$ cat config.mk
export PLATFORM = sky130hd
export DESIGN_NAME = irq_ctrl
export DESIGN_NICKNAME = d
export VERILOG_FILES = /design/src/rtl/irq_pkg.sv /design/src/rtl/irq_cfg_regs.sv /design/src/rtl/irq_sampler.sv /design/src/rtl/irq_pick.sv /design/src/rtl/irq_nest.sv /design/src/rtl/irq_ctrl.sv
export SDC_FILE = /design/constraint.sdc
export NUM_CORES = 1
export LEC_CHECK = 0
export ABC_AREA = 1
export BUFFER_PORTS_ARGS = -buffer_cell sky130_fd_sc_hd__buf_2
export CORE_AREA = 2 2 64 66
export CTS_BUF_LIST = sky130_fd_sc_hd__clkbuf_8
export CTS_CLUSTER_SIZE = 16
export DETAILED_ROUTE_END_ITERATION = 6
export DIE_AREA = 0 0 66 68
export PLACE_DENSITY_LB_ADDON = 0.1
export SLEW_MARGIN = 0
export SYNTH_ARGS = -nofsm -noshare
export SYNTH_HDL_FRONTEND = slang
export SYNTH_HIERARCHICAL = 1
export SYNTH_SLANG_ARGS = --single-unit
$ cat constraint.sdc
create_clock -name clk -period 3.2 [get_ports clk]
set_clock_uncertainty 0.15 [all_clocks]
set_input_delay 0.32 -clock clk [delete_from_list [all_inputs] [get_ports clk]]
set_output_delay 0.32 -clock clk [all_outputs]
set_load 0.02 [all_outputs]
$ cat src/rtl/irq_pkg.sv
package irq_pkg;

  typedef enum logic {
    LVL_LO = 1'b0,
    LVL_HI = 1'b1
  } lvl_e;

  localparam int unsigned NUM_LVL = 2;

  function automatic logic [31:0] vec_addr(input int unsigned base,
                                           input int unsigned step,
                                           input int unsigned idx);
    return 32'(base + step * idx);
  endfunction

endpackage

$ cat src/rtl/irq_cfg_regs.sv
module irq_cfg_regs #(
  parameter int unsigned NSRC   = 6,
  parameter int unsigned REG_W  = 8,
  parameter int unsigned EA_BIT = 7
) (
  input  logic             clk,
  input  logic             rst_n,
  input  logic             en_we,
  input  logic             pri_we,
  input  logic [REG_W-1:0] wdata,
  output logic [REG_W-1:0] en_rd,
  output logic [REG_W-1:0] pri_rd,
  output logic [NSRC-1:0]  en_src,
  output logic [NSRC-1:0]  pri_src,
  output logic             ea
);

  localparam logic [REG_W-1:0] SRC_MASK = REG_W'((1 << NSRC) - 1);
  localparam logic [REG_W-1:0] EN_MASK  = SRC_MASK | REG_W'(1 << EA_BIT);

  logic [REG_W-1:0] en_q, en_d;
  logic [REG_W-1:0] pri_q, pri_d;

  always_comb begin
    en_d  = en_q;
    pri_d = pri_q;
    if (en_we)  en_d  = wdata & EN_MASK;
    if (pri_we) pri_d = wdata & SRC_MASK;
  end

  always_ff @(posedge clk or negedge rst_n) begin
    if (!rst_n) begin
      en_q  <= '0;
      pri_q <= '0;
    end else begin
      if (en_we)  en_q  <= en_d;
      if (pri_we) pri_q <= pri_d;
    end
  end

  assign en_rd   = en_q;
  assign pri_rd  = pri_q;
  assign en_src  = en_q[NSRC-1:0];
  assign pri_src = pri_q[NSRC-1:0];
  assign ea      = en_q[EA_BIT];

endmodule

$ cat src/rtl/irq_sampler.sv
module irq_sampler #(
  parameter int unsigned NSRC = 6
) (
  input  logic            clk,
  input  logic            rst_n,
  input  logic            stb,
  input  logic [NSRC-1:0] raw,
  output logic [NSRC-1:0] smp_q
);

  logic [NSRC-1:0] smp_d;

  always_comb begin
    smp_d = smp_q;
    if (stb) smp_d = raw;
  end

  always_ff @(posedge clk or negedge rst_n) begin
    if (!rst_n) smp_q <= '0;
    else if (stb) smp_q <= smp_d;
  end


  smp_hold_chk: assert property (@(posedge clk) disable iff (!rst_n)
    !stb |=> $stable(smp_q));

endmodule

$ cat src/rtl/irq_pick.sv
module irq_pick #(
  parameter int unsigned N    = 6,
  parameter int unsigned IDXW = (N > 1) ? $clog2(N) : 1
) (
  input  logic [N-1:0]    req,
  output logic            hit,
  output logic [IDXW-1:0] idx
);

  always_comb begin
    hit = |req;
    idx = '0;
    for (int i = N - 1; i >= 0; i--) begin
      if (req[i]) idx = IDXW'(i);
    end
  end

endmodule

$ cat src/rtl/irq_nest.sv
module irq_nest (
  input  logic       clk,
  input  logic       rst_n,
  input  logic       grant,
  input  logic       grant_hi,
  input  logic       ret,
  output logic [1:0] insvc_q
);

  import irq_pkg::*;

  logic [1:0] insvc_d;

  always_comb begin
    insvc_d = insvc_q;
    if (ret) begin
      if (insvc_q[LVL_HI]) insvc_d[LVL_HI] = 1'b0;
      else                 insvc_d[LVL_LO] = 1'b0;
    end else if (grant) begin
      if (grant_hi) insvc_d[LVL_HI] = 1'b1;
      else          insvc_d[LVL_LO] = 1'b1;
    end
  end

  always_ff @(posedge clk or negedge rst_n) begin
    if (!rst_n) insvc_q <= '0;
    else if (ret || grant) insvc_q <= insvc_d;
  end


  hi_block_chk: assert property (@(posedge clk) disable iff (!rst_n)
    grant |-> !insvc_q[1]);


  lo_block_chk: assert property (@(posedge clk) disable iff (!rst_n)
    (grant && !grant_hi) |-> (insvc_q == 2'b00));


  ret_hi_chk: assert property (@(posedge clk) disable iff (!rst_n)
    (ret && insvc_q[1]) |=> (insvc_q == {1'b0, $past(insvc_q[0])}));


  ret_lo_chk: assert property (@(posedge clk) disable iff (!rst_n)
    (ret && insvc_q == 2'b01) |=> (insvc_q == 2'b00));

endmodule

$ cat src/rtl/irq_ctrl.sv
module irq_ctrl #(
  parameter int unsigned NSRC     = 6,
  parameter int unsigned REG_W    = 8,
  parameter int unsigned EA_BIT   = 7,
  parameter int unsigned VEC_W    = 16,
  parameter int unsigned VEC_BASE = 3,
  parameter int unsigned VEC_STEP = 8
) (
  input  logic             clk,
  input  logic             rst_n,
  input  logic             cfg_en_we,
  input  logic             cfg_pri_we,
  input  logic [REG_W-1:0] cfg_wdata,
  output logic [REG_W-1:0] en_rd,
  output logic [REG_W-1:0] pri_rd,
  input  logic [NSRC-2:0]  src_flag,
  input  logic             t2_ovf,
  input  logic             t2_ext,
  input  logic             smp_stb,
  input  logic             instr_last,
  input  logic             ret_pulse,
  output logic             irq_pend,
  output logic [VEC_W-1:0] irq_vec,
  output logic [NSRC-1:0]  take_ack,
  output logic [1:0]       insvc
);

  import irq_pkg::*;

  localparam int unsigned IDXW = (NSRC > 1) ? $clog2(NSRC) : 1;

  logic [NSRC-1:0] en_src, pri_src, raw, smp;
  logic            ea;
  logic [NUM_LVL-1:0] lvl_hit;
  logic [IDXW-1:0]    lvl_idx [NUM_LVL];
  logic            use_hi, use_lo, grant;
  logic [IDXW-1:0] win_idx;
  logic [NSRC-1:0] ack_d, ack_q;
  logic [1:0]      insvc_q;

  irq_cfg_regs #(.NSRC(NSRC), .REG_W(REG_W), .EA_BIT(EA_BIT)) u_cfg (
    .clk     (clk),
    .rst_n   (rst_n),
    .en_we   (cfg_en_we),
    .pri_we  (cfg_pri_we),
    .wdata   (cfg_wdata),
    .en_rd   (en_rd),
    .pri_rd  (pri_rd),
    .en_src  (en_src),
    .pri_src (pri_src),
    .ea      (ea)
  );

  // the last source merges the two timer-2 flags
  assign raw = {t2_ovf | t2_ext, src_flag};

  irq_sampler #(.NSRC(NSRC)) u_smp (
    .clk   (clk),
    .rst_n (rst_n),
    .stb   (smp_stb),
    .raw   (raw),
    .smp_q (smp)
  );

  for (genvar l = 0; l < NUM_LVL; l++) begin : g_lvl
    logic [NSRC-1:0] lreq;
    assign lreq = smp & en_src & {NSRC{ea}} & ((l == int'(LVL_HI)) ? pri_src : ~pri_src);
    irq_pick #(.N(NSRC), .IDXW(IDXW)) u_pick (
      .req (lreq),
      .hit (lvl_hit[l]),
      .idx (lvl_idx[l])
    );
  end

  always_comb begin
    use_hi  = lvl_hit[LVL_HI] & ~insvc_q[LVL_HI];
    use_lo  = ~lvl_hit[LVL_HI] & lvl_hit[LVL_LO] & ~insvc_q[LVL_HI] & ~insvc_q[LVL_LO];
    win_idx = use_hi ? lvl_idx[LVL_HI] : lvl_idx[LVL_LO];
  end

  assign irq_pend = use_hi | use_lo;
  assign irq_vec  = irq_pend ? VEC_W'(vec_addr(VEC_BASE, VEC_STEP, 32'(win_idx))) : '0;
  assign grant    = smp_stb & instr_last & ~ret_pulse & irq_pend;

  always_comb begin
    ack_d = '0;
    if (grant) ack_d = NSRC'(1) << win_idx;
  end

  always_ff @(posedge clk or negedge rst_n) begin
    if (!rst_n) ack_q <= '0;
    else        ack_q <= ack_d;
  end

  irq_nest u_nest (
    .clk      (clk),
    .rst_n    (rst_n),
    .grant    (grant),
    .grant_hi (use_hi),
    .ret      (ret_pulse),
    .insvc_q  (insvc_q)
  );

  assign take_ack = ack_q;
  assign insvc    = insvc_q;


  ack_onehot_chk: assert property (@(posedge clk) disable iff (!rst_n)
    $onehot0(ack_q));


  ack_when_chk: assert property (@(posedge clk) disable iff (!rst_n)
    (|ack_q) |-> $past(smp_stb && instr_last && !ret_pulse));


  ea_mask_chk: assert property (@(posedge clk) disable iff (!rst_n)
    !ea |-> !irq_pend);

endmodule

==> results of run 1 <==
[sequential cells by signal, indices dropped and copies added (netlist names)]
signal and count:
take_ack 6, u_cfg/en_rd 7, u_cfg/pri_rd 6, u_nest/insvc_q 2, u_smp/smp_q 6
[metrics by stage]
step	hold WS, ps	setup WS (ps)	total power, µW	instances
final	77.8	657	776	316
after global placement	210	940	587	311
after detailed placement	212	962	588	311
after floorplan	-126	1080	561	244
after CTS	73.0	656	783	316
after global routing	75.2	469	821	316
[worst max-delay path by stage]
stage | start | endpoint | slack [ps]
global route | u_cfg/en_rd[7]$_DFFE_PN0P_ | irq_vec[4] | 470
CTS | u_cfg/en_rd[7]$_DFFE_PN0P_ | irq_vec[4] | 660
global placement | u_cfg/en_rd[7]$_DFFE_PN0P_ | irq_vec[4] | 940
detailed placement | u_cfg/en_rd[7]$_DFFE_PN0P_ | irq_vec[4] | 960
finish | u_cfg/en_rd[7]$_DFFE_PN0P_ | irq_vec[4] | 660
floorplan | u_cfg/en_rd[4]$_DFFE_PN0P_ | irq_vec[0] | 1080
[power groups by stage]
stage / Sequential (µW) / Combinational [µW] / Clock (µW)
floorplan: 404 / 157 / 0
global placement: 392 / 195 / 0
detailed placement: 392 / 196 / 0
CTS: 385 / 198 / 200
global route: 388 / 223 / 210
finish: 385 / 195 / 196
[cells in the final DEF, fill, tap and decap left out, drive strengths merged]
master	synthesis	layout
a21oi	3	3
and2	1	1
buf	30	47
clkbuf	0	3
clkinv	0	1
conb	2	14
dfrtp	27	27
dlygate4sd3	0	1
inv	31	31
nand2	92	92
nand3	13	13
nand4	2	2
nor2	27	27
nor3	2	2
o21ai	1	1
or2	1	1
[kinds of logic (layout without fill, tap and decap cells)]
kind of cell	after synthesis	after routing	share of synthesized area [%]
AND/OR/NAND/NOR	138	138	36.1
buffers and inverters	61	83	21.1
flip-flops	27	27	41.2
AO/OA/AOI/OAI	4	4	1.22
other	2	14	0.458
[layer usage]
layer  track usage (%)  share of wire, %
met1              21.1                48
met2              26.3                47
met3              2.80               4.9
met4              3.06                 0
met5                 0                 0
[final cells by class]
cell class / instances / area share, %
clock inverter: 1 / 0.276
clock buffer: 3 / 2.28
inverter: 31 / 6.43
tap: 50 / 3.46
sequential: 27 / 37.3
timing repair buffer: 48 / 13.5
multi-input combinational: 156 / 36.7
==> impl_metrics.json, run 1 <==
{
  "grt_pass1_vias": 1218,
  "clk_path_buf_depth": 2,
  "fillerInstances": 446,
  "synthDistinctLibCells": 20,
  "synth_area_leaders": "dfrtp_1 41%, nand2_1 20%, buf_4 13%, inv_1 5.9%, nor2_1 5.0%",
  "fp.dieH_um": 68,
  "drt_iter0_markers": 51,
  "fmax_mhz": 393,
  "finalSetupTns_ps": 0,
  "yosysWarnings": 6,
  "drv_slew": 0,
  "endpoint_kind": "output port",
  "crit_required_ps": 2730,
  "dr_total_vias": 1352,
  "min_path_cells": 2,
  "placed_area_mm2": 0.00175,
  "port_buffers": 47,
  "crit_fanout": 8,
  "cp_data_arrival_time_ps": 2070,
  "worst_hold_path.endpoint": "u_nest/insvc_q[1]$_DFFE_PN0P_",
  "slowest_stage": "dfrtp_1",
  "htree_levels": 1,
  "rsz0062_at_grt": "false",
  "finalHoldViolations": 0,
  "fin_crit_ps": 2540,
  "drc": 0,
  "post-cts-setup-buffers": 0,
  "cts_made_buffers": 3,
  "multi_input_area_um2": 664,
  "internal-power_uw": 511,
  "seq_area_um2": 676,
  "fin_area_mm2": 0.00181,
  "firstDrtPassIters": 4,
  "netSwitchingPower_uw": 264,
  "clk_latency_ps": 270,
  "drive_above_1_share_pct": 25.6,
  "antenna_cells": 0,
  "hold_path_class": "input port to flop",
  "start_kind": "flop",
  "crit_family": "simple AND/OR/NAND/NOR gates",
  "grt_pass1_wl_mm": 5.38,
  "yosysSeqAreaShare_pct": 41.2,
  "holdBufCountCts": 1,
  "synth_common_cells": "89 x nand2_1, 29 x buf_4, 27 x dfrtp_1",
  "grt_max_degree": 28,
  "r2r_slack_ps": 1220,
  "grt_usage_pct": 15.5,
  "grt_antenna_before_repair": 0,
  "synth_enable_flop_cells": 0,
  "crit_chain": "nand3_1 -> nor2_1 -> inv_1 -> nand4_1 -> inv_2 -> nor2_4 -> nand2_1 -> nand2_1 -> nand2_1 -> inv_1 -> buf_2",
  "cts_tree": "done",
  "dieArea_mm2": 0.00449,
  "pwr-share-comb_pct": 25.1,
  "period_share_pct": 79.5,
  "clock-sinks": 27,
  "synth_top_area_share_pct": 41.2,
  "p_clk_share_pct": 25.2,
  "worst_pin_slew_ps": 602,
  "irDropWorstVdd_mv": 0.265,
  "row_count": 23,
  "status": "completed",
  "syn_area_mm2": 0.00164,
  "overflow": 0,
  "cp_slowest_stage_delay_ps": 490,
  "worstSetupPathType": "flop to output port",
  "synth_flop_cell": "dfrtp_1",
  "leakagePower_uw": 0.00108,
  "drt-total-wl_mm": 3.23,
  "max-cap-violations": 0,
  "sw_frac_of_total_pct": 34.1,
  "relSlewSlack_pct": 59.9,
  "synth.most_common_cell": "nand2_1",
  "holdCritStartpoint": "ret_pulse",
  "start_util_pct": 42.5,
  "gp_congestion": 0.768,
  "final_util_pct": 46.9,
  "crit_top_cell": "nand2_1",
  "routedWlPerCell_um": 10.2,
  "r2r-end": "u_nest/insvc_q[1]$_DFFE_PN0P_",
  "crit_buf_inv": 4,
  "dp_hpwl_mm": 2.61,
  "yosysTopAreaCell": "dfrtp_1",
  "r2r_start": "u_cfg/en_rd[7]$_DFFE_PN0P_",
  "reg2reg_depth": 9,
  "ys_seq_elements": 27,
  "setup_viol": 0,
  "avgSynthCellArea_um2": 7.07,
  "netlist_instances": 232,
  "ios": 63,
  "area_delta_synth_final_pct": 10.4,
  "p_per_area_mw_per_mm2": 428,
  "cts.clk_slew.worst_paths_ps": 100,
  "cts-resized-gates": 0,
  "fp.coreArea_mm2": 0.00386,
  "path_depth": 11,
  "cts-root-buf": "clkbuf_8",
  "nets": 289,
  "die_w_um": 66,
  "via_per_inst": 4.28,
  "seqPwrFrac_pct": 49.6,
  "synth-async-reset-ratio_pct": 100,
  "ant_nets": 0
}
Power figures use the tool's default switching activity.
==> run 2, diff against run 1 <==
==> constraint.sdc (replaced) <==
create_clock -name clk -period 2.5 [get_ports clk]
set_clock_uncertainty 0.15 [all_clocks]
set_input_delay 0.25 -clock clk [delete_from_list [all_inputs] [get_ports clk]]
set_output_delay 0.25 -clock clk [all_outputs]
set_load 0.02 [all_outputs]
==> impl_metrics.json, run 2 (same netlist as run 1, synthesis figures left out) <==
{
  "status": "completed",
  "area_delta_synth_final_pct": 11.2,
  "fillerInstances": 441,
  "port_buffers": 47,
  "ios": 63,
  "clock-sinks": 27,
  "gp_congestion": 0.753,
  "grt_usage_pct": 15.7,
  "grt_pass1_vias": 1243,
  "dpl.cell_count": 311,
  "grt_pass1_wl_mm": 5.40,
  "irDropWorstVdd_mv": 0.224,
  "fp.dieH_um": 68,
  "nets": 290,
  "relSlewSlack_pct": 57.8,
  "layout_commonest_cell": "nand2_1",
  "finalHoldViolations": 0,
  "max-cap-violations": 0,
  "grt_max_degree": 28,
  "cp_data_arrival_time_ps": 1960,
  "start_kind": "flop",
  "multi_input_area_um2": 669,
  "seq_area_um2": 677,
  "internal-power_uw": 656,
  "crit_required_ps": 2100,
  "cts_tree": "done",
  "cp_slowest_stage_delay_ps": 460,
  "grt_antenna_before_repair": 0,
  "via_per_inst": 4.21,
  "row_count": 23,
  "clk_path_buf_depth": 2,
  "p_clk_share_pct": 24.8,
  "mostFrequentLayoutCells": "89 x nand2_1, 47 x buf_2, 26 x inv_1, 26 x dfrtp_1, 20 x nor2_1",
  "dr_total_vias": 1334,
  "sw_frac_of_total_pct": 33.8,
  "dp_hpwl_mm": 2.58,
  "fmax_mhz": 424,
  "largest_reg_flops": 7,
  "worst_pin_slew_ps": 634,
  "start_util_pct": 42.5,
  "hold_path_class": "input port to flop",
  "dieArea_mm2": 0.00449,
  "endpoint_kind": "output port",
  "htree_levels": 1,
  "drive_above_1_share_pct": 27.0,
  "cts-root-buf": "clkbuf_8",
  "drc": 0,
  "pwr-share-comb_pct": 25.6,
  "crit_fanout": 8,
  "power_uw": 992,
  "rsz0062_at_grt": "false",
  "clk_latency_ps": 270,
  "p_per_area_mw_per_mm2": 544,
  "setup_viol": 0,
  "drt-total-wl_mm": 3.23,
  "crit_chain": "nand3_1 -> nor2_1 -> nor2_2 -> nand4_1 -> nand2_4 -> nand2_1 -> nand2_1 -> nand2_1 -> inv_1 -> buf_2",
  "r2r_slack_ps": 550,
  "die_w_um": 66,
  "drt_iter0_markers": 36,
  "firstDrtPassIters": 4,
  "top_layer_used": "met4",
  "slowest_stage": "dfrtp_2",
  "overflow": 0,
  "finalSetupTns_ps": 0,
  "wl_met3_um": 120,
  "drt-met1-wl_mm": 1.60,
  "routedWlPerCell_um": 10.2,
  "cts_made_buffers": 3,
  "final_util_pct": 47.3,
  "route.met2.wl_mm": 1.49,
  "cts.clk_slew.worst_paths_ps": 90,
  "antenna_cells": 0,
  "netSwitchingPower_uw": 335,
  "fp.coreArea_mm2": 0.00386,
  "leakagePower_uw": 0.00109,
  "drv_slew": 0,
  "seqPwrFrac_pct": 49.6,
  "fin_crit_ps": 2360,
  "worstSetupPathType": "flop to output port",
  "final_cell_count_no_fill": 317,
  "ant_nets": 0,
  "crit_top_cell": "nand2_1",
  "period_share_pct": 94.3
}
run 2: changes by cell type in the layout (fill, tap and decap cells not counted), sizes merged:
cell | previous run | this run
buf | 47 | 48
run 2: area by class of cell:
type                    count  area share, %
inverters                  31           6.38
clock buffers               3           2.26
repair buffers             49           13.9
flip-flops and latches     27           37.1
well taps                  50           3.43
clock inverters             1          0.274
multi-input cells         156           36.7
run 2: worst paths after layout:
kind	to	start	cells after the start
setup / recovery	irq_vec[4]	u_cfg/en_rd[7]$_DFFE_PN0P_	10
hold / removal	u_smp/smp_q[4]$_DFFE_PN0P_	src_flag[4]	3
setup reg to reg	u_nest/insvc_q[1]$_DFFE_PN0P_	u_cfg/en_rd[7]$_DFFE_PN0P_	9
hold reg to reg	u_smp/smp_q[0]$_DFFE_PN0P_	u_smp/smp_q[0]$_DFFE_PN0P_	2
max in group asynchronous	u_cfg/en_rd[7]$_DFFE_PN0P_	rst_n	2
min in group asynchronous	take_ack[4]$_DFF_PN0_	rst_n	2
run 2: timing repair:
action                     in CTS  in global routing
hold buffers                    1                  0
hold endpoints to repair       27                  0
setup endpoints to repair       0                  3
setup buffers                   0                  1
gates resized for setup         0                  3
run 2: power by group through the flow:
| stage | logic (µW) | clock network, µW | registers, µW |
|---|---|---|---|
| finish | 254 | 246 | 492 |
| global route | 287 | 268 | 497 |
| CTS | 253 | 258 | 493 |
| detailed placement | 252 | 0 | 502 |
| global placement | 250 | 0 | 502 |
| floorplan | 201 | 0 | 517 |
run 2: worst max-delay path: cells and delay by family (launching register included):
| kind | cells | cell delay [ps] |
|---|---|---|
| buffers and inverters | 2 | 200 |
| and+or+nand+nor | 8 | 1030 |
| DFF | 1 | 460 |
run 2: layer usage:
| metal | GRT usage (%) | vias to the layer above |
|---|---|---|
| li1 | - | 716 |
| met1 | 20.1 | 588 |
| met2 | 27.7 | 28 |
| met3 | 2.80 | 2 |
| met4 | 3.83 | 0 |
| met5 | 0 | - |
run 2: stage by stage:
stage               setup WS (ps)  hold WS, ps  cell area, µm²
floorplan                     450         -196            1690
global placement              342          148            1750
detailed placement            355          157            1750
CTS                          37.4         15.7            1810
global route                 10.6         31.9            1820
finish                        142         23.4            1820
==> run 3, diff against run 2 <==
--- a/config.mk
+++ b/config.mk
@@ -12,6 +12,7 @@
 export CTS_CLUSTER_SIZE = 16
 export DETAILED_ROUTE_END_ITERATION = 6
 export DIE_AREA = 0 0 66 68
+export MAX_ROUTING_LAYER = met4
 export PLACE_DENSITY_LB_ADDON = 0.1
 export SLEW_MARGIN = 0
 export SYNTH_ARGS = -nofsm -noshare
==> constraint.sdc (replaced) <==
create_clock -name clk -period 2.1 [get_ports clk]
set_clock_uncertainty 0.15 [all_clocks]
set_input_delay 0.21 -clock clk [delete_from_list [all_inputs] [get_ports clk]]
set_output_delay 0.21 -clock clk [all_outputs]
set_load 0.02 [all_outputs]
==> impl_metrics.json, run 3 (same netlist as run 1, synthesis figures left out) <==
{
  "cts_made_buffers": 3,
  "drive_above_1_share_pct": 35.8,
  "fmax_mhz": 450,
  "irDropWorstVdd_mv": 0.370,
  "final.setup.worst_slack_ps": -122,
  "status": "finished with violations",
  "pwr-share-comb_pct": 30.1,
  "finalHoldViolations": 0,
  "overflow": 0,
  "drv_slew": 0,
  "ios": 63,
  "routedWlPerCell_um": 10.7,
  "drt-met1-wl_mm": 1.68,
  "p_clk_share_pct": 23.2,
  "place_ws_ps": 33.7,
  "r2r_start": "u_cfg/en_rd[7]$_DFFE_PN0P_",
  "largest_reg_flops": 7,
  "die_w_um": 66,
  "cts_tree": "done",
  "drt-total-wl_mm": 3.63,
  "worst_pin_slew_ps": 620,
  "worst_hold_path.endpoint": "u_cfg/en_rd[4]$_DFFE_PN0P_",
  "period_share_pct": 106,
  "dieArea_mm2": 0.00449,
  "top_layer_used": "met4",
  "firstDrtPassIters": 4,
  "r2r-end": "take_ack[4]$_DFF_PN0_",
  "grt_pass1_vias": 1385,
  "crit_fanout": 8,
  "fin_crit_ps": 2220,
  "internal-power_uw": 832,
  "dp_hpwl_mm": 2.65,
  "grt_pass1_wl_mm": 5.95,
  "htree_levels": 1,
  "drc": 0,
  "row_count": 23,
  "port_buffers": 47,
  "start_util_pct": 42.5,
  "crit_required_ps": 1740,
  "cp_data_arrival_time_ps": 1860,
  "leakagePower_uw": 0.00120,
  "p_per_area_mw_per_mm2": 601,
  "setup_viol": 7,
  "seqPwrFrac_pct": 46.7,
  "route.met2.wl_mm": 1.83,
  "dr_total_vias": 1467,
  "cts-root-buf": "clkbuf_8",
  "start_kind": "flop",
  "grt_antenna_before_repair": 0,
  "layout_commonest_cell": "nand2_1",
  "drt_iter0_markers": 69,
  "worstSetupPathType": "flop to output port",
  "finalSetupTns_ps": -501,
  "cts.clk_slew.worst_paths_ps": 90,
  "final_util_pct": 54.6,
  "max-cap-violations": 0,
  "relSlewSlack_pct": 58.6,
  "wl_met3_um": 103,
  "hold_path_class": "input port to flop",
  "r2r_slack_ps": -50,
  "netSwitchingPower_uw": 434,
  "mostFrequentLayoutCells": "84 x nand2_1, 43 x buf_2, 27 x inv_1, 26 x dfrtp_1, 14 x conb_1",
  "clk_latency_ps": 270,
  "holdCritStartpoint": "cfg_wdata[4]",
  "clock-sinks": 27,
  "min_path_cells": 3,
  "fp.coreArea_mm2": 0.00386,
  "gp_congestion": 0.776,
  "rsz0062_at_grt": "true",
  "final_cell_count_no_fill": 338,
  "endpoint_kind": "output port",
  "hold_ws_ps": 3.85,
  "area_delta_synth_final_pct": 28.3,
  "grt_usage_pct": 17.7,
  "reg2reg_depth": 13,
  "antenna_cells": 0,
  "nets": 311,
  "sw_frac_of_total_pct": 34.3,
  "clk_path_buf_depth": 2,
  "ant_nets": 0,
  "via_per_inst": 4.34,
  "fp.dieH_um": 68,
  "grt_max_degree": 28,
  "violations": "setup timing",
  "dpl.cell_count": 315
}
-- run 3: cell types whose count changed in the layout (fill, tap and decap cells not counted), sizes merged --
cell / change
nand2: +1
dlygate4sd3: +7
inv: +1
clkinv: -1
buf: +13
-- run 3: final cells by class --
cell class,count,area [µm²]
Fill cell,389,1750
Multi-Input combinational cell,157,754
Sequential cell,27,677
Timing Repair Buffer,69,449
Inverter,31,116
Tap cell,50,62.6
Clock buffer,3,41.3
Clock inverter,1,3.75
-- run 3: through the flow --
step | total power, µW | area [µm²]
4_1_cts | 1260 | 2070
5_1_grt | 1340 | 2100
2_1_floorplan | 855 | 1690
6_report | 1270 | 2100
3_3_place_gp | 903 | 1780
3_5_place_dp | 904 | 1780
-- run 3: power groups by stage --
stage	Combinational, µW	Sequential, µW	Clock, µW
2_1_floorplan	240	615	0
3_5_place_dp	307	597	0
3_3_place_gp	306	597	0
6_report	380	591	294
4_1_cts	364	592	305
5_1_grt	424	597	319
-- run 3: layer usage --
metal	vias to the layer above	global-route usage, %
li1	761	-
met1	676	21.7
met2	28	31.6
met3	2	2.47
met4	0	3.83
met5	-	-
-- run 3: worst max path at each step --
stage	depth (start not counted)	slack (ps)	startpoint	end
final	10	-120	u_cfg/en_rd[7]$_DFFE_PN0P_	irq_vec[4]
after global routing	11	-260	u_cfg/en_rd[7]$_DFFE_PN0P_	irq_vec[3]
after CTS	11	-130	u_cfg/en_rd[7]$_DFFE_PN0P_	irq_vec[4]
after detailed placement	10	30	u_cfg/en_rd[7]$_DFFE_PN0P_	irq_vec[4]
after global placement	11	40	u_cfg/en_rd[7]$_DFFE_PN0P_	irq_vec[4]
after floorplan	10	90	u_cfg/en_rd[4]$_DFFE_PN0P_	u_nest/insvc_q[1]$_DFFE_PN0P_
-- run 3: timing repair --
action | in CTS | in global routing
buffers inserted | 9 | 1
hold endpoints to repair | 34 | 0
cloned | 1 | 0
hold buffers | 8 | 0
endpoints found under the setup margin | 6 | 8
gates resized for setup | 25 | 9
pin swaps | 7 | 1
-- run 3: worst max-delay path: stages (launching register included) --
cell and delay [ps]:
dfrtp_2 490, nand3_2 120, nor2_4 40, nor2_2 130
nand4_1 230, nand2_4 210, nand2_2 70, nand2_2 70
nand2_1 50, inv_1 70, buf_6 110
